$ cat src/rtl/i2c_rx_interlock.sv
module i2c_rx_interlock #(
  parameter int DW = 8
) (
  input  logic          clk,
  input  logic          rst_n,
  input  logic          m_byte_done,
  input  logic [DW-1:0] m_byte_in,
  input  logic          m_clear,
  input  logic          m_irq_en,
  input  logic          s_byte_done,
  input  logic [DW-1:0] s_byte_in,
  input  logic          s_clear,
  input  logic          s_irq_en,
  output logic [DW-1:0] m_rx_data,
  output logic          m_ready,
  output logic [DW-1:0] s_rx_data,
  output logic          s_ready,
  output logic          scl_hold,
  output logic          irq
);
  localparam int NCH = 2;

  logic [NCH-1:0] done, clr, ien, rdy, pnd;
  logic [DW-1:0]  din  [NCH];
  logic [DW-1:0]  dat  [NCH];
  logic [DW-1:0]  pbuf [NCH];

  assign done   = {s_byte_done, m_byte_done};
  assign clr    = {s_clear, m_clear};
  assign ien    = {s_irq_en, m_irq_en};
  assign din[0] = m_byte_in;
  assign din[1] = s_byte_in;

  for (genvar ch = 0; ch < NCH; ch++) begin : g_ch
    always_ff @(posedge clk) begin
      if (!rst_n) begin
        dat[ch]  <= '0;
        pbuf[ch] <= '0;
        rdy[ch]  <= 1'b0;
        pnd[ch]  <= 1'b0;
      end else if (pnd[ch]) begin
        if (clr[ch]) begin
          dat[ch] <= pbuf[ch];
          pnd[ch] <= 1'b0;
        end
      end else if (done[ch] && (!rdy[ch] || clr[ch])) begin
        dat[ch] <= din[ch];
        rdy[ch] <= 1'b1;
      end else if (done[ch]) begin
        pbuf[ch] <= din[ch];
        pnd[ch]  <= 1'b1;
      end else if (clr[ch]) begin
        rdy[ch] <= 1'b0;
      end
    end

    AST_LOAD_SETS_READY: assert property (@(posedge clk) disable iff (!rst_n)
      done[ch] && !rdy[ch] && !pnd[ch] |=> rdy[ch] && dat[ch] == $past(din[ch]));
    AST_UNREAD_DATA_KEPT: assert property (@(posedge clk) disable iff (!rst_n)
      rdy[ch] && !clr[ch] |=> $stable(dat[ch]));
    AST_PEND_NEEDS_READY: assert property (@(posedge clk) disable iff (!rst_n)
      pnd[ch] |-> rdy[ch]);
    AST_STALL_PERSISTS: assert property (@(posedge clk) disable iff (!rst_n)
      pnd[ch] && !clr[ch] |=> pnd[ch] && $stable(pbuf[ch]));
    AST_STALL_RELEASE: assert property (@(posedge clk) disable iff (!rst_n)
      pnd[ch] && clr[ch] |=> rdy[ch] && !pnd[ch]);
    AST_IDLE_CLEAR_NOP: assert property (@(posedge clk) disable iff (!rst_n)
      !rdy[ch] && !done[ch] |=> !rdy[ch] && $stable(dat[ch]));
  end

  assign m_rx_data = dat[0];
  assign s_rx_data = dat[1];
  assign m_ready   = rdy[0];
  assign s_ready   = rdy[1];
  assign scl_hold  = |pnd;
  assign irq       = |(rdy & ien);

endmodule

$ cat config.mk
export PLATFORM = sky130hd
export DESIGN_NAME = i2c_rx_interlock
export DESIGN_NICKNAME = d
export VERILOG_FILES = /design/src/rtl/i2c_rx_interlock.sv
export SDC_FILE = /design/constraint.sdc
export NUM_CORES = 1
export LEC_CHECK = 0
export BUFFER_PORTS_ARGS = -buffer_cell sky130_fd_sc_hd__buf_4
export CAP_MARGIN = 20
export CORE_MARGIN = 8
export CORE_UTILIZATION = 45
export DETAILED_ROUTE_END_ITERATION = 7
export GPL_TIMING_DRIVEN = 0
export PLACE_DENSITY = 0.68
export SLEW_MARGIN = 20
export SYNTH_ARGS = -nofsm -noshare
export SYNTH_HDL_FRONTEND = slang
export SYNTH_SLANG_ARGS = --single-unit
$ cat constraint.sdc
create_clock -name clk -period 2 [get_ports clk]
set_clock_uncertainty 0.15 [all_clocks]
set_input_delay 0.4 -clock clk [delete_from_list [all_inputs] [get_ports clk]]
set_output_delay 0.4 -clock clk [all_outputs]
set_load 0.02 [all_outputs]
==> impl_results.md, run 1 <==
- Register area: 1040 um^2
- Worst-skew pair later-pin latency: 350 ps
- Met3 GRT Util: 4.99%
- Sequential element share of the synthesized area: 68.9%
- Setup violators final: 0
- Final Cell Area: 1940 um^2
- Post-synthesis mux area share: 0%
- Logic gate share of total power: 14.5%
- # H-tree levels: 2
- Fmax: 574 MHz
- Sw Share: 24.6%
- Xor/xnor cell area share of the yosys netlist: 0%
- Main combinational cell family by area after synthesis: simple AND/OR/NAND/NOR gates
- Worst slew pin tran: 721 ps
- First-pass GRT wire length: 4710 um
- Drt total wl: 2980 um
- Clock Tree Buf Depth: 2
- Clock Pin Slew Worst Setup and Hold Paths: 100 ps
- CTS Buf Count: 5
- Vias per cell: 5.14
- Worst IR drop on VDD: 322 uV
- Worst Path Max Fanout: 8
- Post-CTS Setup Inserts: 0
- Sequential Power Share: 60.7%
- Pre-CTS setup slack: -189 ps
- Layout area overhead: 28.4%
- Area after DPL: 1890 um^2
- Avg Inst Size Synth: 15.1 um^2
- NetSw: 0.000360 W
- Synth warn: 0
- WP data arrival: 1580 ps
- Share of layout cells above drive strength 1: 39.7%
- DRT iter0 DRCs: 52
- Total core area: 3280 um^2
- Grt met1 use: 13.0%
- Diode count: 0
- Max-capacitance violation count: 0
- Final worst slack: 259 ps
- CP Class: flop to flop
- Run status: complete, no violations
- CP Cell Sequence: nand2b_2 -> o21ai_1
- Multi-input logic area: 447 um^2
- DRT Pass-1 Iters: 4
- RePlAce Congestion: 0.721
- Met2 usage: 18.4%
- Setup TNS Final: 0 ps
- Final Slew Violations: 0
- P_leak: 0.821 nW
- Vias in the first global route: 980
- Register bit total from synthesis: 36
- Yosys cell types: 20
- Die footprint: 5470 um^2
- Crit-path slowest cell: o21ai_1
- Final critical-path share of the clock period: 87.1%
- Root Driver: clkbuf_4
- Total grt overflow: 0
- WL/cell: 15.1 um
- Syn Std Cell Area: 1510 um^2
- Commonest non-fill, non-tap cell in the layout: buf_4
- Fillers: 268
- Initial Utilization: 46.0%
- Hold Violations, Final: 0
- Pwr dens: 752 nW/um^2
- RSZ-0062 raised after global routing: false
- Final ANT Viol Nets: 0
- Clock power frac: 24.8%
- Mapped Cells: 100
- Post-synthesis simple-gate area fraction: 16.0%
- Port bufs: 43
- Post-Synth Adder-Cell Area: 0%
- Post-layout minimum cycle time: 1740 ps
- Synth Area in Compound Gates: 13.6%
- Gr busiest metal: met2
- Tot GR Track Use: 11.8%
- HPWL after DPL: 2240 um
- Die X: 74.0 um
- Clock Sinks: 36
- FP Rows: 21
- Max incr delay on CP: 610 ps
- Num ports: 44
- Crit path launch type: flop
- Commonest non-fill, non-tap cells in the layout: buf_4 (43), edfxtp_1 (32), a22o_1 (17)
- WHS: 87.5 ps
- Worst hold-check path type: input port to flop
- P_int: 0.00110 W
- Setup crit end kind: flop
- Max-Slew Margin vs Limit: 51.6%
- Power, Total: 0.00146 W
- Die H: 74.0 um
- Largest net degree at the start of global routing: 11
- CTS tree: yes
- Number of antenna violations at the first check in global routing: 0
- WP data required: 1840 ps
- Via count: 1,012
- Nets: 174
- Syn nets: 124
- Drt drc: 0
layout make-up:
cell class / instances / area share (%)
buffer: 2 / 0.516
clock buffer: 7 / 2.32
clock inverter: 1 / 0.193
inverter: 3 / 0.709
multi-input combinational: 59 / 23.0
sequential: 36 / 53.6
tap: 46 / 2.97
timing repair buffer: 43 / 16.6
worst max-delay path, delay by kind of cell, from the launching register on:
kind	cells	cell delay (ps)
simple gates	1	260
flops	1	360
compound gates	1	610
cell families after synthesis:
kind of cell,after synthesis
and+or+nand+nor,32
buffers and inverters,5
DFF,36
AOI/OAI and AO/OA,27
routing by layer:
layer | up-vias | share of wire [%]
li1 | 488 | -
met3 | 6 | 7.7
met4 | 0 | 2.4
met2 | 30 | 52
met1 | 488 | 38
met5 | - | 0
flip-flops by register name (all words and copies together) (netlist names):
signal and flops:
pnd 2, s_ready 1, pbuf 16, dat 16
m_ready 1
path summary, 6_finish.rpt:
| path | start | slack, ps | cells past startpoint | to |
|---|---|---|---|---|
| setup reg to reg | pnd[0] | 260 | 2 | pbuf[0][7] |
| hold reg to reg | pbuf[1][3] | 400 | 1 | dat[1][3] |
| hold / removal | m_clear | 90 | 2 | pnd[0] |
| setup / recovery | pnd[0] | 260 | 2 | pbuf[0][7] |
stage by stage:
step | cells | utilization, %
2_1_floorplan | 100 | -
3_3_place_gp | 189 | 57.6
3_5_place_dp | 189 | 57.6
4_1_cts | 197 | 59.1
5_1_grt | 197 | 59.1
6_report | 197 | 59.1
power by group through the flow:
| stage | Combinational [W] | Sequential, W | Clock, W |
|---|---|---|---|
| after global placement | 0.000208 | 0.000901 | 0 |
| after global routing | 0.000227 | 0.000892 | 0.000410 |
| after floorplan | 0.0000651 | 0.000941 | 0 |
| final | 0.000212 | 0.000886 | 0.000362 |
| after detailed placement | 0.000213 | 0.000904 | 0 |
| after CTS | 0.000215 | 0.000886 | 0.000378 |
synth_stat cells:
library cell	instances	area, um^2
edfxtp_1	32	961
a22o_1	17	149
and2_1	16	100
dfxtp_1	4	80.1
o21ai_0	4	20.0
a21oi_1	3	15.0
and3_2	2	15.0
buf_2	2	10.0
inv_1	2	7.51
nand2_1	2	7.51
nand2b_1	2	12.5
nand2b_2	2	17.5
nor2_1	2	7.51
nor3_4	2	32.5
nor3b_4	2	37.5
o22ai_1	2	12.5
a31o_1	1	8.76
inv_4	1	6.26
nor3_1	1	5.00
or2_2	1	6.26
repair_timing:
item | CTS | global route
setup endpoints to repair | 16 | 0
endpoints found under the hold margin | 0 | 0
resized for setup | 2 | 0
hold buffers | 0 | 0
(Power assumes the default switching activity.)
==> inputs of run 2 (changes only) <==
PLACE_DENSITY = 0.71   (was 0.68)
SLEW_MARGIN = unset   (was 20)
==> run 2 against run 1 <==
Against the previous run: register-to-register slack barely moved; final area rose by 1.4%; combinational power barely moved; routed wire length rose by 1.0%; count of clock-buffer cells in the layout fell by 1; non-clock buffer count did not move; sequential share of layout area fell by 0.75 points; first-iteration DRC count rose by 48%; core utilization rose by 0.84 points; hold slack improved by 18 ps; largest power group unchanged.
==> impl_results.md, run 2 (synthesis results as in run 1) <==
- Crit-path slowest cell: o21ai_1
- Max-capacitance violation count: 0
- Root Driver: clkbuf_4
- CP Class: flop to flop
- DRT Pass-1 Iters: 4
- WHS: 106 ps
- Worst Path Max Fanout: 8
- Vias per cell: 5.21
- CTS Hold Bufs: 0
- Layout area overhead: 30.2%
- Final ANT Viol Nets: 0
- Die footprint: 5470 um^2
- CTS Buf Count: 5
- RePlAce Congestion: 0.729
- Fillers: 266
- WP data arrival: 1570 ps
- Hold Violations, Final: 0
- Final critical-path share of the clock period: 87.5%
- First-pass GRT wire length: 4930 um
- WP data required: 1820 ps
- Tot GR Track Use: 12.1%
- Diode count: 0
- Post-Layout Cell Count: 197
- Worst hold-check path type: input port to flop
- CTS tree: yes
- Worst-skew pair later-pin latency: 340 ps
- Port bufs: 43
- HPWL after DPL: 2310 um
- Clock Pin Slew Worst Setup and Hold Paths: 90 ps
- Post-layout minimum cycle time: 1750 ps
- Via count: 1,026
- Vias in the first global route: 1,087
- Largest delay share family, worst path: compound AO/OA/AOI/OAI gates
- Die H: 74.0 um
- Setup crit end kind: flop
- Num ports: 44
- Clock Sinks: 36
- # H-tree levels: 2
- RSZ-0062 raised after global routing: false
- Fmax: 572 MHz
- CP Cell Sequence: nand2b_2 -> o21ai_1
- Crit path launch type: flop
- Nets: 174
- DRT iter0 DRCs: 77
- Worst IR drop on VDD: 447 uV
- Largest net degree at the start of global routing: 12
- Initial Utilization: 46.0%
- Commonest non-fill, non-tap cell in the layout: buf_4
- Setup violators final: 0
- Drt total wl: 3010 um
- Total core area: 3280 um^2
- P_leak: 0.836 nW
- Regs by FF count: dat (16), pbuf (16), pnd (2)
- Commonest non-fill, non-tap cells in the layout: buf_4 (43), edfxtp_1 (32), a22o_1 (17)
- Max-Slew Margin vs Limit: 51.9%
- FP Rows: 21
- Worst Path Buf+Inv: 0
- Power, Total: 0.00160 W
- Share of layout cells above drive strength 1: 41.1%
- CTS resizes: 2
- Worst slew pin tran: 717 ps
- Placed cell count: 189
- WL/cell: 15.3 um
- Number of antenna violations at the first check in global routing: 0
- Total grt overflow: 0
- Die X: 74.0 um
- Final Slew Violations: 0
- Run status: complete, no violations
- Post-CTS Setup Inserts: 0
- Pwr dens: 811 nW/um^2
- Max incr delay on CP: 610 ps
- Clock Tree Buf Depth: 2
- Drt drc: 0
==> run 2: cell count changes in the layout (fill, tap and decap cells not counted) <==
cell | previous run | this run
bufinv_16 | 0 | 1
clkbuf_1 | 2 | 1
clkinv_1 | 1 | 0
clkinv_2 | 0 | 1
==> run 2: worst reg2reg max path, cell delays in order (launching register included) <==
cell	delay [ps]
dfxtp_1	370
nand2b_2	260
o21ai_1	610
==> run 2: layout make-up <==
type	instances	area (um^2)	share of cell area, %
plain buffers	2	10.0	0.509
clock buffers	6	41.3	2.10
clock inverters	2	35.0	1.78
inverters	3	13.8	0.699
multi-input cells	59	447	22.7
flip-flops and latches	36	1040	52.9
well taps	46	57.6	2.92
repair buffers	43	323	16.4
==> run 2: through the flow <==
stage / utilization [%] / cell area, um^2 / TNS, ps / setup WS (ps)
2_1_floorplan: - / 1510 / 0 / 164
3_3_place_gp: 57.6 / 1890 / -1650 / -120
3_5_place_dp: 57.6 / 1890 / -2410 / -160
4_1_cts: 59.9 / 1970 / 0 / 254
5_1_grt: 59.9 / 1970 / 0 / 140
6_report: 59.9 / 1970 / 0 / 251
==> run 2: final timing paths <==
kind / startpoint / slack, ps / depth (start not counted) / end
max: pnd[0] / 250 / 2 / pbuf[0][6]
min: m_clear / 110 / 2 / pnd[0]
max reg2reg: pnd[0] / 250 / 2 / pbuf[0][6]
min reg2reg: pbuf[0][7] / 380 / 1 / dat[0][7]
==> run 2: where the power goes <==
part | internal (W) | leakage, nW | switching (W)
clock | 0.000262 | 0.0422 | 0.000234
sequential | 0.000869 | 0.376 | 0.0000171
combinational | 0.0000962 | 0.418 | 0.000118
==> run 2: layer usage <==
layer	share of wire [%]	vias to the layer above	track usage [%]
met4	2.9	0	9.31
met2	50	43	19.4
li1	-	487	-
met1	39	489	13.1
met3	8.3	7	3.77
met5	0	-	0
==> inputs of run 3 (changes only) <==
ABC_AREA = 1   (was unset)
PLACE_DENSITY = 0.7   (was 0.71)
==> run 3 against run 2 <==
Against the previous run: hold slack improved by 160 ps; combinational power rose by 19%; register-to-register slack got worse by 80 ps; critical path depth is 1 higher; setup slack lost 100 ps; flip-flop and latch count is the same; maximum frequency is 5.6% lower; via count grew 30%; critical endpoint is now scl_hold; synthesized cell count rose by 60%.
==> impl_results.md, run 3 <==
- Post-synth EDFFs: 32
- Synth top area cells: edfxtp_1 (58%), nand4_1 (12%), inv_1 (5.4%), dfxtp_1 (4.8%), nand2_1 (4.7%)
- Area after DPL: 2040 um^2
- Commonest cells in the netlist: edfxtp_1 (32), nand4_1 (32), inv_1 (24)
- RePlAce Congestion: 0.822
- Setup violators final: 0
- RSZ-0062 raised after global routing: false
- CTS Hold Bufs: 0
- Worst r2r src: pnd[1]
- Power, Total: 0.00170 W
- P_leak: 1.03 nW
- Reg2reg end: dat[1][1]
- Worst-skew pair later-pin latency: 280 ps
- CP Class: flop to output pin
- FF-to-FF setup slack: 170 ps
- Regs by FF count: dat (16), pbuf (16), pnd (2)
- WP data arrival: 1300 ps
- Worst hold-check path type: input port to flop
- Final worst slack: 146 ps
- Worst slew pin tran: 735 ps
- DRT Pass-1 Iters: 4
- Pre-CTS setup slack: -287 ps
- Port bufs: 42
- Final ANT Viol Nets: 0
- Run status: complete, no violations
- WP data required: 1450 ps
- Yosys top cell by area: edfxtp_1
- Initial Utilization: 46.3%
- Clock Tree Buf Depth: 2
- Clock Pin Slew Worst Setup and Hold Paths: 70 ps
- HPWL after DPL: 2880 um
- Clock Sinks: 36
- Avg Inst Size Synth: 10.4 um^2
- Crit path launch type: flop
- R2R depth: 4
- Total grt overflow: 0
- Root Driver: clkbuf_8
- Total core area: 3610 um^2
- Final Cell Area: 2150 um^2
- Setup TNS Final: 0 ps
- Max-capacitance violation count: 0
- Commonest non-fill, non-tap cell in the layout: buf_4
- Final Slew Violations: 0
- Yosys top cell area share: 57.6%
- Die footprint: 5910 um^2
- Die X: 76.9 um
- Syn nets: 184
- Vias in the first global route: 1,301
- Sequential element share of the synthesized area: 62.4%
- Register bit total from synthesis: 36
- Vias per cell: 5.17
- Post-CTS Setup Inserts: 0
- WL/cell: 14.9 um
- CTS tree: yes
- Largest net degree at the start of global routing: 12
- Setup crit end kind: output pin
- Fmax: 539 MHz
- Share of layout cells above drive strength 1: 31.9%
- CTS resizes: 2
- Worst Path Max Fanout: 10
- Die H: 76.9 um
- DRT iter0 DRCs: 74
- Final critical-path share of the clock period: 92.7%
- Diode count: 0
- # H-tree levels: 2
- CP startpoint: pnd[0]
- Worst setup endpoint: scl_hold
- Syn Std Cell Area: 1670 um^2
- Ys flop type: edfxtp_1
- CTS Buf Count: 5
- Commonest non-fill, non-tap cells in the layout: buf_4 (46), nand4_1 (32), edfxtp_1 (32)
- Mapped Cells: 160
- Num ports: 44
- Drt drc: 0
- Layout area overhead: 28.7%
- Number of antenna violations at the first check in global routing: 0
- Via count: 1,335
- FP Rows: 22
- WHS: 271 ps
- Nets: 233
- Max-Slew Margin vs Limit: 50.7%
- Drt total wl: 3850 um
- Tot GR Track Use: 12.8%
- Yosys cell types: 22
- Hold Violations, Final: 0
- Post-layout minimum cycle time: 1850 ps
- Synth warn: 0
- Pwr dens: 792 nW/um^2
- FFs w/ async S/R, synth: 0%
- Worst IR drop on VDD: 364 uV
- First-pass GRT wire length: 6110 um
[run 3: changes by cell type after synthesis, moves of 4 or more]
cell,change
nand4_1,+32
inv_1,+22
nand2_1,+19
a22o_1,-16
and2_1,-16
nor2_1,+15
buf_4,+4
[run 3: layer usage]
metal  track usage, %  wire [um]
met3             3.96        303
met1             15.1       1580
met2             20.1       1870
met4             7.12         93
met5                0          0
[run 3: logic make-up after synthesis]
kind of cell           share of synthesized area (%)
buffers and inverters                           9.08
AOI/OAI and AO/OA                               3.38
DFF                                             62.4
and+or+nand+nor                                 25.1
[run 3: where the power goes]
part           internal (W)  switching [W]  leakage (nW)
sequential         0.000874      0.0000204         0.369
combinational      0.000101       0.000155         0.605
clock              0.000314       0.000238        0.0515
total               0.00129       0.000413          1.03
[run 3: cell type report]
class	count	area (um^2)
Inverter	26	97.6
Tap cell	48	60.1
Clock buffer	8	100
Buffer	9	53.8
Timing Repair Buffer	42	315
Sequential cell	36	1040
Multi-Input combinational cell	89	479
Fill cell	307	1460
[run 3: how the worst min path moves through the flow]
stage | slack (ps) | cells after the start | endpoint | start
2_1_floorplan | 350 | 2 | pnd[0] | pnd[0]
3_3_place_gp | 370 | 2 | pnd[0] | pnd[0]
3_5_place_dp | 390 | 2 | m_ready | m_ready
4_1_cts | 270 | 3 | pbuf[0][3] | m_byte_in[3]
5_1_grt | 270 | 3 | pbuf[0][3] | m_byte_in[3]
6_report | 270 | 3 | pbuf[0][6] | m_byte_in[6]
[run 3: worst max-delay path, stage by stage (launching register included)]
cell and delay [ps]:
dfxtp_1 350, buf_2 200, or2_2 310, buf_4 160
[run 3: metrics by stage]
step,utilization [%],instances
final,59.5,258
after global routing,59.5,258
after CTS,59.4,258
after detailed placement,56.7,250
after global placement,56.7,250
after floorplan,-,160
